`src/rtl/sector_rx_buf_pkg.sv`:
```
package sector_rx_buf_pkg;

    localparam int CRC_W = 16;

    typedef enum logic [1:0] {
        RX_HUNT,
        RX_DATA,
        RX_CODE
    } rx_state_e;

    // One serial CRC step, MSB-first register, feedback from the top bit.
    function automatic logic [CRC_W-1:0] crc_step(
        input logic [CRC_W-1:0] crc,
        input logic             bit_v,
        input logic [CRC_W-1:0] poly
    );
        logic [CRC_W-1:0] shifted;
        shifted = {crc[CRC_W-2:0], 1'b0};
        return (crc[CRC_W-1] ^ bit_v) ? (shifted ^ poly) : shifted;
    endfunction

endpackage

```
`src/rtl/sector_rx_framer.sv`:
```
module sector_rx_framer
    import sector_rx_buf_pkg::*;
#(
    parameter int                     DATA_BYTES = 512,
    parameter int                     SYNC_W     = 16,
    parameter logic [SYNC_W-1:0]      SYNC_WORD  = 16'hA1A1,
    parameter logic [CRC_W-1:0]       CRC_POLY   = 16'h1021,
    parameter logic [CRC_W-1:0]       CRC_INIT   = 16'hFFFF,
    localparam int                    ADDR_W     = $clog2(DATA_BYTES)
) (
    input  logic              clk,
    input  logic              rst_n,
    input  logic              bit_valid,
    input  logic              bit_in,
    input  logic              held,
    output logic              wr_en,
    output logic [ADDR_W-1:0] wr_addr,
    output logic [7:0]        wr_data,
    output logic              good_pulse,
    output logic              err_flag,
    output logic              ovr_flag
);

    localparam logic [ADDR_W-1:0] LAST_IDX = ADDR_W'(DATA_BYTES - 1);
    localparam logic [ADDR_W-1:0] ONE_IDX  = ADDR_W'(1);
    localparam int                CNT_W    = $clog2(CRC_W);
    localparam logic [CNT_W-1:0]  CODE_END = CNT_W'(CRC_W - 1);

    typedef struct packed {
        rx_state_e         state;
        logic [SYNC_W-1:0] sync_sh;
        logic [6:0]        byte_sh;
        logic [2:0]        bit_cnt;
        logic [ADDR_W-1:0] byte_idx;
        logic [CRC_W-1:0]  crc;
        logic [CRC_W-1:0]  code;
        logic [CNT_W-1:0]  code_cnt;
        logic              good;
        logic              err;
        logic              ovr;
    } rx_t;

    rx_t rx_d, rx_q;

    logic [SYNC_W-1:0] sync_next;
    logic [CRC_W-1:0]  code_next;

    always_comb begin
        rx_d      = rx_q;
        rx_d.good = 1'b0;
        wr_en     = 1'b0;
        wr_addr   = rx_q.byte_idx;
        wr_data   = {rx_q.byte_sh, bit_in};
        sync_next = {rx_q.sync_sh[SYNC_W-2:0], bit_in};
        code_next = {rx_q.code[CRC_W-2:0], bit_in};

        if (bit_valid) begin
            unique case (rx_q.state)
                RX_HUNT: begin
                    rx_d.sync_sh = sync_next;
                    if (sync_next == SYNC_WORD) begin
                        rx_d.sync_sh = '0;
                        if (held) begin
                            rx_d.ovr = 1'b1;
                        end else begin
                            rx_d.state    = RX_DATA;
                            rx_d.crc      = CRC_INIT;
                            rx_d.bit_cnt  = '0;
                            rx_d.byte_idx = '0;
                        end
                    end
                end
                RX_DATA: begin
                    rx_d.crc     = crc_step(rx_q.crc, bit_in, CRC_POLY);
                    rx_d.byte_sh = {rx_q.byte_sh[5:0], bit_in};
                    rx_d.bit_cnt = rx_q.bit_cnt + 3'd1;
                    if (rx_q.bit_cnt == 3'd7) begin
                        wr_en         = 1'b1;
                        rx_d.byte_idx = rx_q.byte_idx + ONE_IDX;
                        if (rx_q.byte_idx == LAST_IDX) begin
                            rx_d.state    = RX_CODE;
                            rx_d.code_cnt = '0;
                        end
                    end
                end
                RX_CODE: begin
                    rx_d.code     = code_next;
                    rx_d.code_cnt = rx_q.code_cnt + CNT_W'(1);
                    if (rx_q.code_cnt == CODE_END) begin
                        if (code_next == rx_q.crc) begin
                            rx_d.good = 1'b1;
                        end else begin
                            rx_d.err = 1'b1;
                        end
                        rx_d.state   = RX_HUNT;
                        rx_d.sync_sh = '0;
                    end
                end
                default: rx_d.state = RX_HUNT;
            endcase
        end
    end

    always_ff @(posedge clk) begin
        if (!rst_n) begin
            rx_q       <= '0;
            rx_q.state <= RX_HUNT;
        end else begin
            rx_q <= rx_d;
        end
    end

    assign good_pulse = rx_q.good;
    assign err_flag   = rx_q.err;
    assign ovr_flag   = rx_q.ovr;

endmodule

```
`src/rtl/sector_rx_ram.sv`:
```
module sector_rx_ram #(
    parameter int  DATA_BYTES = 512,
    parameter int  BYTE_W     = 8,
    localparam int ADDR_W     = $clog2(DATA_BYTES)
) (
    input  logic              clk,
    input  logic              wr_en,
    input  logic [ADDR_W-1:0] wr_addr,
    input  logic [BYTE_W-1:0] wr_data,
    input  logic [ADDR_W-1:0] rd_addr,
    output logic [BYTE_W-1:0] rd_data
);

    logic [BYTE_W-1:0] mem_q [DATA_BYTES];

    always_ff @(posedge clk) begin
        if (wr_en) begin
            mem_q[wr_addr] <= wr_data;
        end
    end

    assign rd_data = mem_q[rd_addr];

endmodule

```
`src/rtl/sector_rx_reader.sv`:
```
module sector_rx_reader #(
    parameter int  DATA_BYTES = 512,
    localparam int ADDR_W     = $clog2(DATA_BYTES)
) (
    input  logic              clk,
    input  logic              rst_n,
    input  logic              set_ready,
    input  logic              rd_ready,
    output logic              held,
    output logic [ADDR_W-1:0] rd_addr
);

    localparam logic [ADDR_W-1:0] LAST_IDX = ADDR_W'(DATA_BYTES - 1);
    localparam logic [ADDR_W-1:0] ONE_IDX  = ADDR_W'(1);

    typedef struct packed {
        logic              ready;
        logic [ADDR_W-1:0] addr;
    } rd_t;

    rd_t rd_d, rd_q;

    always_comb begin
        rd_d = rd_q;
        if (rd_q.ready && rd_ready) begin
            if (rd_q.addr == LAST_IDX) begin
                rd_d.ready = 1'b0;
                rd_d.addr  = '0;
            end else begin
                rd_d.addr = rd_q.addr + ONE_IDX;
            end
        end
        if (set_ready) begin
            rd_d.ready = 1'b1;
            rd_d.addr  = '0;
        end
    end

    always_ff @(posedge clk) begin
        if (!rst_n) begin
            rd_q <= '0;
        end else begin
            rd_q <= rd_d;
        end
    end

    assign held    = rd_q.ready;
    assign rd_addr = rd_q.addr;

endmodule

```
`src/rtl/sector_rx_buf.sv`:
```
module sector_rx_buf
    import sector_rx_buf_pkg::*;
#(
    parameter int  DATA_BYTES = 512,
    localparam int ADDR_W     = $clog2(DATA_BYTES)
) (
    input  logic       clk,
    input  logic       rst_n,
    input  logic       bit_valid,
    input  logic       bit_in,
    input  logic       rd_ready,
    output logic       rd_valid,
    output logic [7:0] rd_data,
    output logic       sector_ready,
    output logic       crc_error,
    output logic       overrun
);

    logic              held;
    logic              wr_en;
    logic [ADDR_W-1:0] wr_addr;
    logic [7:0]        wr_data;
    logic [ADDR_W-1:0] rd_addr;
    logic              good_pulse;

    sector_rx_framer #(
        .DATA_BYTES (DATA_BYTES)
    ) u_framer (
        .clk        (clk),
        .rst_n      (rst_n),
        .bit_valid  (bit_valid),
        .bit_in     (bit_in),
        .held       (held),
        .wr_en      (wr_en),
        .wr_addr    (wr_addr),
        .wr_data    (wr_data),
        .good_pulse (good_pulse),
        .err_flag   (crc_error),
        .ovr_flag   (overrun)
    );

    sector_rx_ram #(
        .DATA_BYTES (DATA_BYTES),
        .BYTE_W     (8)
    ) u_ram (
        .clk     (clk),
        .wr_en   (wr_en),
        .wr_addr (wr_addr),
        .wr_data (wr_data),
        .rd_addr (rd_addr),
        .rd_data (rd_data)
    );

    sector_rx_reader #(
        .DATA_BYTES (DATA_BYTES)
    ) u_reader (
        .clk       (clk),
        .rst_n     (rst_n),
        .set_ready (good_pulse),
        .rd_ready  (rd_ready),
        .held      (held),
        .rd_addr   (rd_addr)
    );

    assign sector_ready = held;
    assign rd_valid     = held;

endmodule

```
`config.mk`:
```
export PLATFORM = sky130hd
export DESIGN_NAME = sector_rx_buf
export DESIGN_NICKNAME = d
export VERILOG_FILES = /design/src/rtl/sector_rx_buf_pkg.sv /design/src/rtl/sector_rx_framer.sv /design/src/rtl/sector_rx_ram.sv /design/src/rtl/sector_rx_reader.sv /design/src/rtl/sector_rx_buf.sv
export SDC_FILE = /design/constraint.sdc
export NUM_CORES = 2
export LEC_CHECK = 0
export ABC_AREA = 0
export BUFFER_PORTS_ARGS = -buffer_cell sky130_fd_sc_hd__buf_2
export CAP_MARGIN = 20
export CORE_UTILIZATION = 45
export DETAILED_ROUTE_END_ITERATION = 16
export HOLD_SLACK_MARGIN = 0.05
export PLACE_DENSITY = 0.66
export SYNTH_ARGS = -nofsm -noshare
export SYNTH_HDL_FRONTEND = slang
export SYNTH_SLANG_ARGS = --single-unit
```
`constraint.sdc`:
```
create_clock -name clk -period 10.3 [get_ports clk]
set_clock_uncertainty 0.15 [all_clocks]
set_input_delay 1.03 -clock clk [delete_from_list [all_inputs] [get_ports clk]]
set_output_delay 1.03 -clock clk [all_outputs]
set_load 0.005 [all_outputs]
```
==> flow_summary.json <==
{
  "status": "finished clean",
  "multi_input_area_um2": 36200,
  "power_uw": 33000,
  "numPortBuffers": 16,
  "first_pass_iters": 6,
  "design_area_um2": 182000,
  "dieHeight_um": 607,
  "crit_path_max_fanout": 51,
  "track_usage_pct": 22.3,
  "cts_tree": "done",
  "drive_above_1_share_pct": 16.6,
  "routed_wl_mm": 415,
  "synth-edff-count": 4096,
  "crit_buf_inv": 3,
  "synth.largest_area_cell": "edfxtp_1",
  "crit_slowest_cell": "dfxtp_4",
  "fin_crit_sh_pct": 73.5,
  "crit_path_cell_trace": "buf_4, buf_4, mux2i_1, o221ai_1, nor3_1, nor4_1, nand4_1, nor3_1, and4bb_1, buf_2",
  "grt_max_degree": 203,
  "maxCapViolations": 0,
  "htreeDepth": 5,
  "p_sw_share_pct": 19.1,
  "final_util_pct": 50.0,
  "power_leakage_uw": 0.0619,
  "cts_resized": 0,
  "crit_end": "rd_data[2]",
  "synth_nets": 8480,
  "postCtsSetupRepairBufs": 0,
  "wl_per_cell_um": 30.5,
  "critPathKind": "reg -> out",
  "num-nets-final": 8516,
  "ys_ff_latch": 4189,
  "syn_to_final_growth_pct": 10.4,
  "pwr-share-clk_pct": 43.9,
  "synth_cell_types": 69,
  "ant_nets": 0,
  "synth_area_leaders": "edfxtp_1, mux4_2, mux2i_1",
  "whs_ns": 0.283,
  "rows": 221,
  "hold_start": "rst_n",
  "hp-class": "in -> reg",
  "slew_viol_final": 0,
  "setup_viol": 0,
  "cts_sinks": 4189,
  "dieArea_um2": 368000,
  "drt_iter0_markers": 10505,
  "r2r_cells": 7,
  "num_vias": 84467,
  "synth_top_area_share_pct": 74.8,
  "hold_violations": 0,
  "critPathCaptureType": "output port",
  "regToRegStartpoint": "u_framer.rx_q[75]",
  "antenna_found_initial": 25,
  "startpoint_type": "flop",
  "synthesis.area_um2": 164000,
  "fin_setup_tns_ns": 0,
  "yosysWarnings": 0,
  "ctsRootBufferMaster": "clkbuf_16",
  "core_area_um2": 363000,
  "numCtsBuffers": 403,
  "cts_hold_buf": 0,
  "syn_inst": 8462,
  "p_per_area_nw_per_um2": 182,
  "ioPinCount": 17,
  "fill_cells": 28492,
  "cp.arrival_ns": 6.39,
  "ys_seq_area_share_pct": 75.9,
  "max_stage_delay_ns": 0.91,
  "final_period_minus_worst_setup_slack_ns": 7.57,
  "grt_setup_unrepaired": "no",
  "die_w_um": 607,
  "ys.flop_type": "edfxtp_1",
  "grt_overflow": 0,
  "worst_pin_slew_ns": 1.28,
  "async_flop_share_pct": 0,
  "p_comb_share_pct": 0.2,
  "seq_area_um2": 125000,
  "r2r_end": "u_ram.mem_q[207][4]",
  "p_int_uw": 26700,
  "power.switching_uw": 6310,
  "hold_depth": 2,
  "detailed_place_hpwl_mm": 246,
  "cpLargestDelayFamily": "simple AND/OR/NAND/NOR gates",
  "cp.depth": 10,
  "clockBufferDepth": 4,
  "fmax_mhz": 132,
  "crit_required_ns": 9.12,
  "gp_congestion": 0.885,
  "synth.most_common_cell": "edfxtp_1",
  "peakVddDrop_mv": 0.144,
  "reg2reg_slack_ns": 5.82,
  "clk_pin_slew_ns": 0.06,
  "seqPwrFrac_pct": 55.9,
  "start_util_pct": 45.3,
  "drc": 0,
  "vias_per_cell": 6.20,
  "grt_pass1_wl_mm": 597,
  "grt_pass1_vias": 83382,
  "place_area_um2": 169000,
  "avgSynthCellArea_um2": 19.4,
  "netlist_top_cells_count": "edfxtp_1, mux2i_1, mux4_2",
  "insertion_delay_ns": 0.90,
  "slew_headroom_pct": 14.8
}
-- cell families after synthesis --
family          synth area share (%)
compound gates                  4.07
xor+xnor                       0.165
fa+ha+maj                     0.0989
buf+inv                         2.13
flops                           75.9
mux                             13.9
simple gates                    3.69
-- layout make-up --
type,instances,area share [%]
diodes,9,0.0124
clock buffers,491,5.88
clock inverters,241,1.16
inverters,15,0.0365
multi-input cells,3720,20.0
flip-flops and latches,4189,68.8
well taps,4794,3.30
repair buffers,169,0.825
-- how the worst min path moves through the flow --
| stage | slack (ns) | endpoint |
|---|---|---|
| after global placement | 0.29 | u_reader.held |
| after global routing | 0.27 | u_framer.err_flag |
| after floorplan | 0.28 | u_reader.held |
| after detailed placement | 0.30 | u_reader.held |
| final | 0.28 | u_framer.err_flag |
| after CTS | 0.23 | u_framer.err_flag |
-- cell usage in the layout (no fill, tap or decap), types with 87 or more instances in the layout --
cell / count
nor3_1: 175
o221ai_1: 273
nor2_1: 629
buf_4: 125
a21oi_1: 198
clkinv_1: 87
nand2_1: 205
mux4_2: 671
mux2i_1: 688
edfxtp_1: 4096
o22ai_1: 177
clkbuf_16: 413
-- routing by layer --
metal | GRT usage, % | wire (um) | vias to the layer above
li1 | - | - | 34979
met1 | 30.8 | 163000 | 44276
met2 | 35.7 | 198000 | 4449
met3 | 4.60 | 39600 | 753
met4 | 6.78 | 13600 | 10
met5 | 0 | 69 | -
-- through the flow --
stage               setup slack [ns]  instances
detailed placement              3.55      12885
finish                          2.73      13628
CTS                             2.58      13617
global placement                3.54      12880
global route                    2.37      13621
floorplan                       2.11       8462
-- flip-flops by register name, indices dropped and copies added (netlist names), named ones only --
signal / count
u_reader.rd_addr: 9
u_ram.mem_q: 4096
u_framer.err_flag: 1
u_framer.wr_addr: 9
u_reader.held: 1
u_framer.code_next: 15
u_framer.rx_q: 40
u_framer.good_pulse: 1
u_framer.ovr_flag: 1
u_framer.wr_data: 7
-- power groups by stage --
stage	Sequential (uW)	Combinational, uW	Clock, uW
after global routing	18400	55.0	15200
after global placement	18800	48.3	0
final	18400	51.6	14500
after CTS	18400	51.4	14600
after detailed placement	18800	51.5	0
after floorplan	18800	8.52	0
Note: power is estimated with default switching activity, not from simulation.
